## src/rtl/dram_flt_pkg.sv

```systemverilog
package dram_flt_pkg;

  typedef enum logic [1:0] {
    DEF_NONE     = 2'd0,
    DEF_WORDLINE = 2'd1,
    DEF_BITLINE  = 2'd2,
    DEF_RSVD     = 2'd3
  } defect_kind_e;

  typedef enum logic [2:0] {
    PH_IDLE = 3'd0,
    PH_PRE  = 3'd1,
    PH_ACC  = 3'd2,
    PH_SNS  = 3'd3,
    PH_RST  = 3'd4
  } phase_e;

  // Line placement: complement line for rows whose index mod 4 is 1 or 2.
  function automatic logic row_on_comp(input int row);
    return ((row % 4) == 1) || ((row % 4) == 2);
  endfunction

  function automatic logic wl_blocks(input defect_kind_e kind, input int idx, input int row);
    return (kind == DEF_WORDLINE) && (idx == row);
  endfunction

  function automatic logic wl_is_neighbour(input defect_kind_e kind, input int idx,
                                           input int row, input int rows);
    return (kind == DEF_WORDLINE) && (idx < rows) && ((row == idx + 1) || (idx == row + 1));
  endfunction

  // Cell at (row,col) sits on the open bitline selected by idx = 2*col + line.
  function automatic logic bl_open_cell(input defect_kind_e kind, input int idx,
                                        input int row, input int col);
    return (kind == DEF_BITLINE) && ((idx / 2) == col) &&
           (row_on_comp(row) == ((idx % 2) == 1));
  endfunction

  // Result {fault, value} when a floating cell joins the accessed cell.
  function automatic logic [1:0] wl_neighbour_read(input logic same_line, input logic acc,
                                                   input logic flt);
    if (same_line && acc && !flt) return 2'b10;
    if (!same_line && !acc && !flt) return 2'b11;
    return {1'b0, acc};
  endfunction

  // Value an open bitline settles to from its two column neighbours.
  function automatic logic couple_pick(input logic has_lo, input logic has_hi,
                                       input logic lo, input logic hi);
    if (has_lo && has_hi) return (lo != hi) ? lo : hi;
    if (has_lo) return lo;
    return hi;
  endfunction

endpackage

```

## src/rtl/dram_fault_eval.sv

```systemverilog
module dram_fault_eval import dram_flt_pkg::*; #(
  parameter int ROWS = 8,
  parameter int COLS = 8,
  parameter int IDXW = 4,
  localparam int RAW = $clog2(ROWS),
  localparam int CAW = $clog2(COLS)
) (
  input  logic [ROWS-1:0][COLS-1:0] cells,
  input  logic [RAW-1:0]            row,
  input  logic [CAW-1:0]            col,
  input  defect_kind_e              kind,
  input  logic [IDXW-1:0]           idx,
  input  logic                      ref_val,
  output logic                      rd_bit,
  output logic                      rst_bit,
  output logic                      no_access,
  output logic                      multi_hit
);

  logic [RAW-1:0] widx;
  logic [CAW-1:0] lo_c, hi_c;
  logic           acc, flt, lo_v, hi_v, nb;
  logic [1:0]     wl_res;

  always_comb begin
    widx   = idx[RAW-1:0];
    lo_c   = col - CAW'(1);
    hi_c   = col + CAW'(1);
    acc    = cells[row][col];
    flt    = cells[widx][col];
    lo_v   = cells[row][lo_c];
    hi_v   = cells[row][hi_c];
    nb     = wl_is_neighbour(kind, int'(idx), int'(row), ROWS);
    wl_res = wl_neighbour_read(row_on_comp(int'(row)) == row_on_comp(int'(idx)), acc, flt);

    rd_bit    = acc;
    rst_bit   = acc;
    no_access = 1'b0;
    multi_hit = nb && wl_res[1];

    if (wl_blocks(kind, int'(idx), int'(row))) begin
      rd_bit    = ref_val;
      no_access = 1'b1;
    end else if (multi_hit) begin
      rd_bit  = wl_res[0];
      rst_bit = wl_res[0];
    end else if (bl_open_cell(kind, int'(idx), int'(row), int'(col))) begin
      rd_bit = couple_pick(col != '0, col != CAW'(COLS - 1), lo_v, hi_v);
    end
  end

endmodule

```

## config.mk

```make
export PLATFORM = sky130hd
export DESIGN_NAME = dram_fault_eval
export DESIGN_NICKNAME = d
export VERILOG_FILES = /design/src/rtl/dram_flt_pkg.sv /design/src/rtl/dram_fault_eval.sv
export SDC_FILE = /design/constraint.sdc
export NUM_CORES = 1
export LEC_CHECK = 0
export ABC_AREA = 1
export BUFFER_PORTS_ARGS = -buffer_cell sky130_fd_sc_hd__buf_2
export CORE_UTILIZATION = 56
export DETAILED_ROUTE_END_ITERATION = 12
export PLACE_DENSITY = 0.91
export SLEW_MARGIN = 15
export SYNTH_ARGS = -nofsm -noshare
export SYNTH_HDL_FRONTEND = slang
export SYNTH_SLANG_ARGS = --single-unit
```

## constraint.sdc

```tcl
create_clock -name vclk -period 2.65
set_input_delay 0.1325 -clock vclk [all_inputs]
set_output_delay 0.1325 -clock vclk [all_outputs]
set_load 0.01 [all_outputs]
```

Word-level counts from Yosys, hierarchy flattened
Cells that the tools add are included.
Word-level totals
  logic and storage cells: 81
  bits of input ports: 77
  flip-flop bits (word level): 0
Cells by class
  magnitude comparators: 6
  equality and inequality tests: 14
  reductions and logical operators: 18
  $add $sub $neg: 4
  muxes and demuxes: 39
Operators by type and width (count)
  binary-select mux 8 bit (select 3 bit): 2
  two-way mux 1 bit: 27
  less-than comparator 3 x 4 -> 1 bit, second input constant: 5
  two-way mux 8 bit: 2
  binary-select mux 1 bit (select 3 bit): 4
  logical AND 1 bit: 11
  equality test 2 bit, second input constant: 5
  equality test 4 bit: 2
  two-way mux 2 bit: 4
  adder 4 x 1 -> 5 bit, second input constant: 1
  equality test 3 x 5 -> 1 bit: 1
  adder 3 x 1 -> 4 bit, second input constant: 1
  less-than comparator 4 bit, second input constant: 1
  adder 3 x 1 -> 3 bit, second input constant: 1
  equality test 3 bit: 1
  logical NOT 1 bit: 3
  logical OR 1 bit: 3
  inequality test 3 bit, second input constant: 1
  nonzero test 3 bit: 1
  subtractor 3 x 1 -> 3 bit, second input constant: 1
  equality test 1 bit: 2
  equality test 2 x 1 -> 1 bit, second input constant: 1
  inequality test 1 bit: 1

Longest topological paths before layout
  depth in word-level cells: 23
  mapped depth: 16
  depth with buffers taken out: 15

Least setup slack after synthesis
OpenSTA, ideal clock, no wires.
  kind: input -> output
  start point: in col[0]
  end point: out rd_bit
  stages on the path: 11
  slack: 1.173 ns
  buffers on the path: 1
  data arrival time: 1.345 ns
  cell sequence: inv_1 > buf_2 > ha_1 > inv_1 > nand3_1 > nand3_1 > nand3_1 > nand3_1 > nand2_1 > nand2_1 > nand2_1
On the way
  word-level cells in the longest chain between the ends: 12
  elaborated cells on any way between the ends: 47
  those cells by class: add/sub: 2; eq/ne: 3; mux: 31; reduce/logical: 11
Ends and longest elaborated chain
  from (decl): line dram_fault_eval.sv:10  | input logic [CAW-1:0] col,
  subtractor 3 x 1 -> 3 bit (tied with other cells): line dram_fault_eval.sv:27  | lo_c = col - CAW'(1);
  binary-select mux 1 bit (select 3 bit) (tied with other cells): line dram_fault_eval.sv:31  | lo_v = cells[row][lo_c];
  two-way mux 1 bit (implied by the code) (tied with other cells): line dram_fault_eval.sv:31
  inequality test 1 bit / logical AND 1 bit (equally long branches): line dram_flt_pkg.sv:50, dram_flt_pkg.sv:43
  two-way mux 1 bit / logical AND 1 bit (equally long branches): line dram_flt_pkg.sv:50, dram_flt_pkg.sv:43
  two-way mux 1 bit, on equally long branches: line dram_flt_pkg.sv:50, dram_flt_pkg.sv:43
  two-way mux 1 bit, on equally long branches: line dram_flt_pkg.sv:51, dram_flt_pkg.sv:43
  two-way mux 1 bit / two-way mux 2 bit (equally long branches): line dram_flt_pkg.sv:52, dram_flt_pkg.sv:44
  two-way mux 1 bit / two-way mux 2 bit (equally long branches): line dram_flt_pkg.sv:51, dram_flt_pkg.sv:43
  two-way mux 1 bit / logical AND 1 bit (equally long branches): line dram_fault_eval.sv:47, dram_fault_eval.sv:39
  two-way mux 1 bit (*): line dram_fault_eval.sv:44  | end else if (multi_hit) begin
  two-way mux 1 bit (*): line dram_fault_eval.sv:41  | if (wl_blocks(kind, int'(idx), int'(row))) begin
  to (decl): line dram_fault_eval.sv:14  | output logic rd_bit,
Every way passes the cells marked *; elsewhere a longest branch is shown, timed or not. The select of a mux whose other input is x is not followed.

Final worst setup path
  start point: in row[1]
  end point: out rd_bit
On the way
  word-level cells in the longest chain between the ends: 14
  elaborated cells on any way between the ends: 43
  those cells by class: add/sub: 1; eq/ne: 8; mux: 22; reduce/logical: 12
Ends and longest elaborated chain
  from (decl): line dram_fault_eval.sv:9  | input logic [RAW-1:0] row,
  parallel branches: the longest is 13 deep, another holds binary-select mux 8 bit (select 3 bit)
  two-way mux 1 bit (*): line dram_fault_eval.sv:41
Every way passes the cells marked *. The select of a mux whose other input is x is not followed.

==> metrics.cfg <==
[die]
die_area_mm2 = 0.00377
fp.dieW_um = 61.4
start_util = 0.587
core_mm2 = 0.00336
pin_count = 81
rows = 21
fp.dieH_um = 61.4

[place]
gp_routability_congestion = 1.07
post_dp_cell_area_mm2 = 0.00231
post-place-cells = 527
dpl.hpwl_mm = 5.05
portBuffers = 81

[global_route]
antenna_found_initial = 0
gr-total-overflow = 0
grt_max_degree = 32
track_usage = 0.369
grt_pass1_vias = 2547
grt_pass1_wl_mm = 10.7

[setup_path]
endpoint_kind = primary output
crit_end = rd_bit
path_max_fanout = 17
worstPathCellList = buf_2, ha_1, xnor2_1, nand4_1, a21oi_1, nand4_1, nor2_1, nor2_1, nand2_1, nand2_1, buf_2
critPathLaunch = row[1]
critPathMaxStageDelay_ns = 0.36
required_ns = 2.52
cpMaxStageDelayCell = ha_1
start_kind = primary input
crit_type = primary input to primary output
cp.arrival_ns = 1.97

[power_and_ir_drop]
irDropWorstVdd_v = 0.0000997
power_mw = 0.401
p_leak_nw = 1.40
power.density_mw_per_mm2 = 174

[worst_hold_path]
hold_start = ref_val
hold_path.class = primary input to primary output

[timing]
slew_headroom = 0.724
worst_slew_pin_slew_ns = 0.411
finalMaxSlewViolations = 0
timing.final.crit_period_ns = 2.11
fmax_mhz = 475
rsz0062_at_grt = no
setup_viol = 0
finalCritPeriodShare = 0.795
hold_violations = 0
tns_ns = 0

[cells_and_area]
diodes = 0
design.seq.count = 0
area_delta_synth_final_pct = 16.9
multi_input_area_mm2 = 0.00162
seqCellArea_um2 = 0
final_nets = 565
fill_cells = 356
layout-drive-gt1-share = 0.212
n_clock_buffer = 0
fin_area_mm2 = 0.00231
layout.cells.non_filler = 527

[clock_network]
cts_resized = 0
cts_hold_buf = 0
post-cts-setup-buffer-count = 0

[synthesis]
post_synth.cell_area_avg_um2 = 4.72
synth_top_area_share = 0.316
synth_area_leaders = nand2_1, nand3_1, inv_1
ys_types = 26
netlist_area_mm2 = 0.00197
syn_inst = 418
synthTopCellsByCount = nand2_1, nand3_1, inv_1
yosysWarningCount = 0
synth-seq-area-share = 0
synth_top_area_cell = nand2_1
synth_most_common_cell = nand2_1
synth_nets = 500

[drt]
postRouteAntennaNets = 0
dr.pass1.iters = 7
route.detailed.drc = 0
dr_total_vias = 2930
drtIter0Drc = 300
drt-total-wl_mm = 6.58
routed_via_density = 5.56
wl_per_cell_um = 12.5

[flow_run]
cap_violations = 0

[outcome]
status = finished clean

## cell type report
cell class / instances / share of cell area
Timing Repair Buffer: 86 / 0.192
Multi-Input combinational cell: 346 / 0.701
Inverter: 49 / 0.0819
Tap cell: 46 / 0.0250
## worst max-delay path, delay by kind of cell
family,cells,cell delay [ns]
and+or+nand+nor,6,0.59
buffers and inverters,2,0.46
adders and majority gates,1,0.36
AOI/OAI and AO/OA,1,0.26
xor gates and xnor gates,1,0.17
## report_power, final
group	total (mW)	leakage (nW)	switching, mW	internal [mW]
clock	0	0	0	0
sequential	0	0	0	0
combinational	0.401	1.40	0.246	0.156
## per-layer routing
layer | wire length (um) | vias to the layer above | GRT usage | part of all wire
met1 | 2650 | 1242 | 0.457 | 0.40
met4 | 157 | 0 | 0.114 | 0.024
met5 | 0 | - | 0 | 0
met3 | 772 | 24 | 0.0504 | 0.12
li1 | - | 1462 | - | -
met2 | 3000 | 202 | 0.658 | 0.46
## per-stage QoR
step | utilization | hold WS [ns] | worst slack [ns]
5_1_grt | 0.686 | 0.751 | 0.319
3_5_place_dp | 0.686 | 0.681 | 0.637
2_1_floorplan | - | 0.439 | 1.17
4_1_cts | 0.686 | 0.685 | 0.638
3_3_place_gp | 0.686 | 0.662 | 0.704
6_report | 0.686 | 0.693 | 0.543
## cells in the final DEF (no fill, tap or decap)
cell type and count:
a21boi_0 1, a21oi_1 14, buf_2 81, buf_4 5
ha_1 5, inv_1 43, inv_2 4, inv_4 2
nand2_1 166, nand2_2 4, nand3_1 82, nand3_2 3
nand3b_1 2, nand4_1 2, nor2_1 27, nor2_2 1
nor3b_1 1, nor4_1 1, o211ai_1 3, o211ai_2 2
o21ai_0 11, o21ai_1 12, o22ai_1 1, xnor2_1 5
xor2_1 3
## worst min path at each step
stage / cells after the start / slack [ns] / end
final: 5 / 0.69 / rd_bit
after global routing: 5 / 0.75 / rd_bit
after CTS: 5 / 0.68 / rd_bit
after detailed placement: 5 / 0.68 / rd_bit
after global placement: 5 / 0.66 / no_access
after floorplan: 3 / 0.44 / no_access
## cell families after synthesis
group                    count (synthesis)  share of synthesized area
AND/OR/NAND/NOR                        289                      0.627
XOR/XNOR                                 8                     0.0355
adder cells (fa/ha/maj)                  5                     0.0317
buffers and inverters                   72                      0.181
AO/OA/AOI/OAI                           44                      0.125
(Power assumes the default switching activity.)
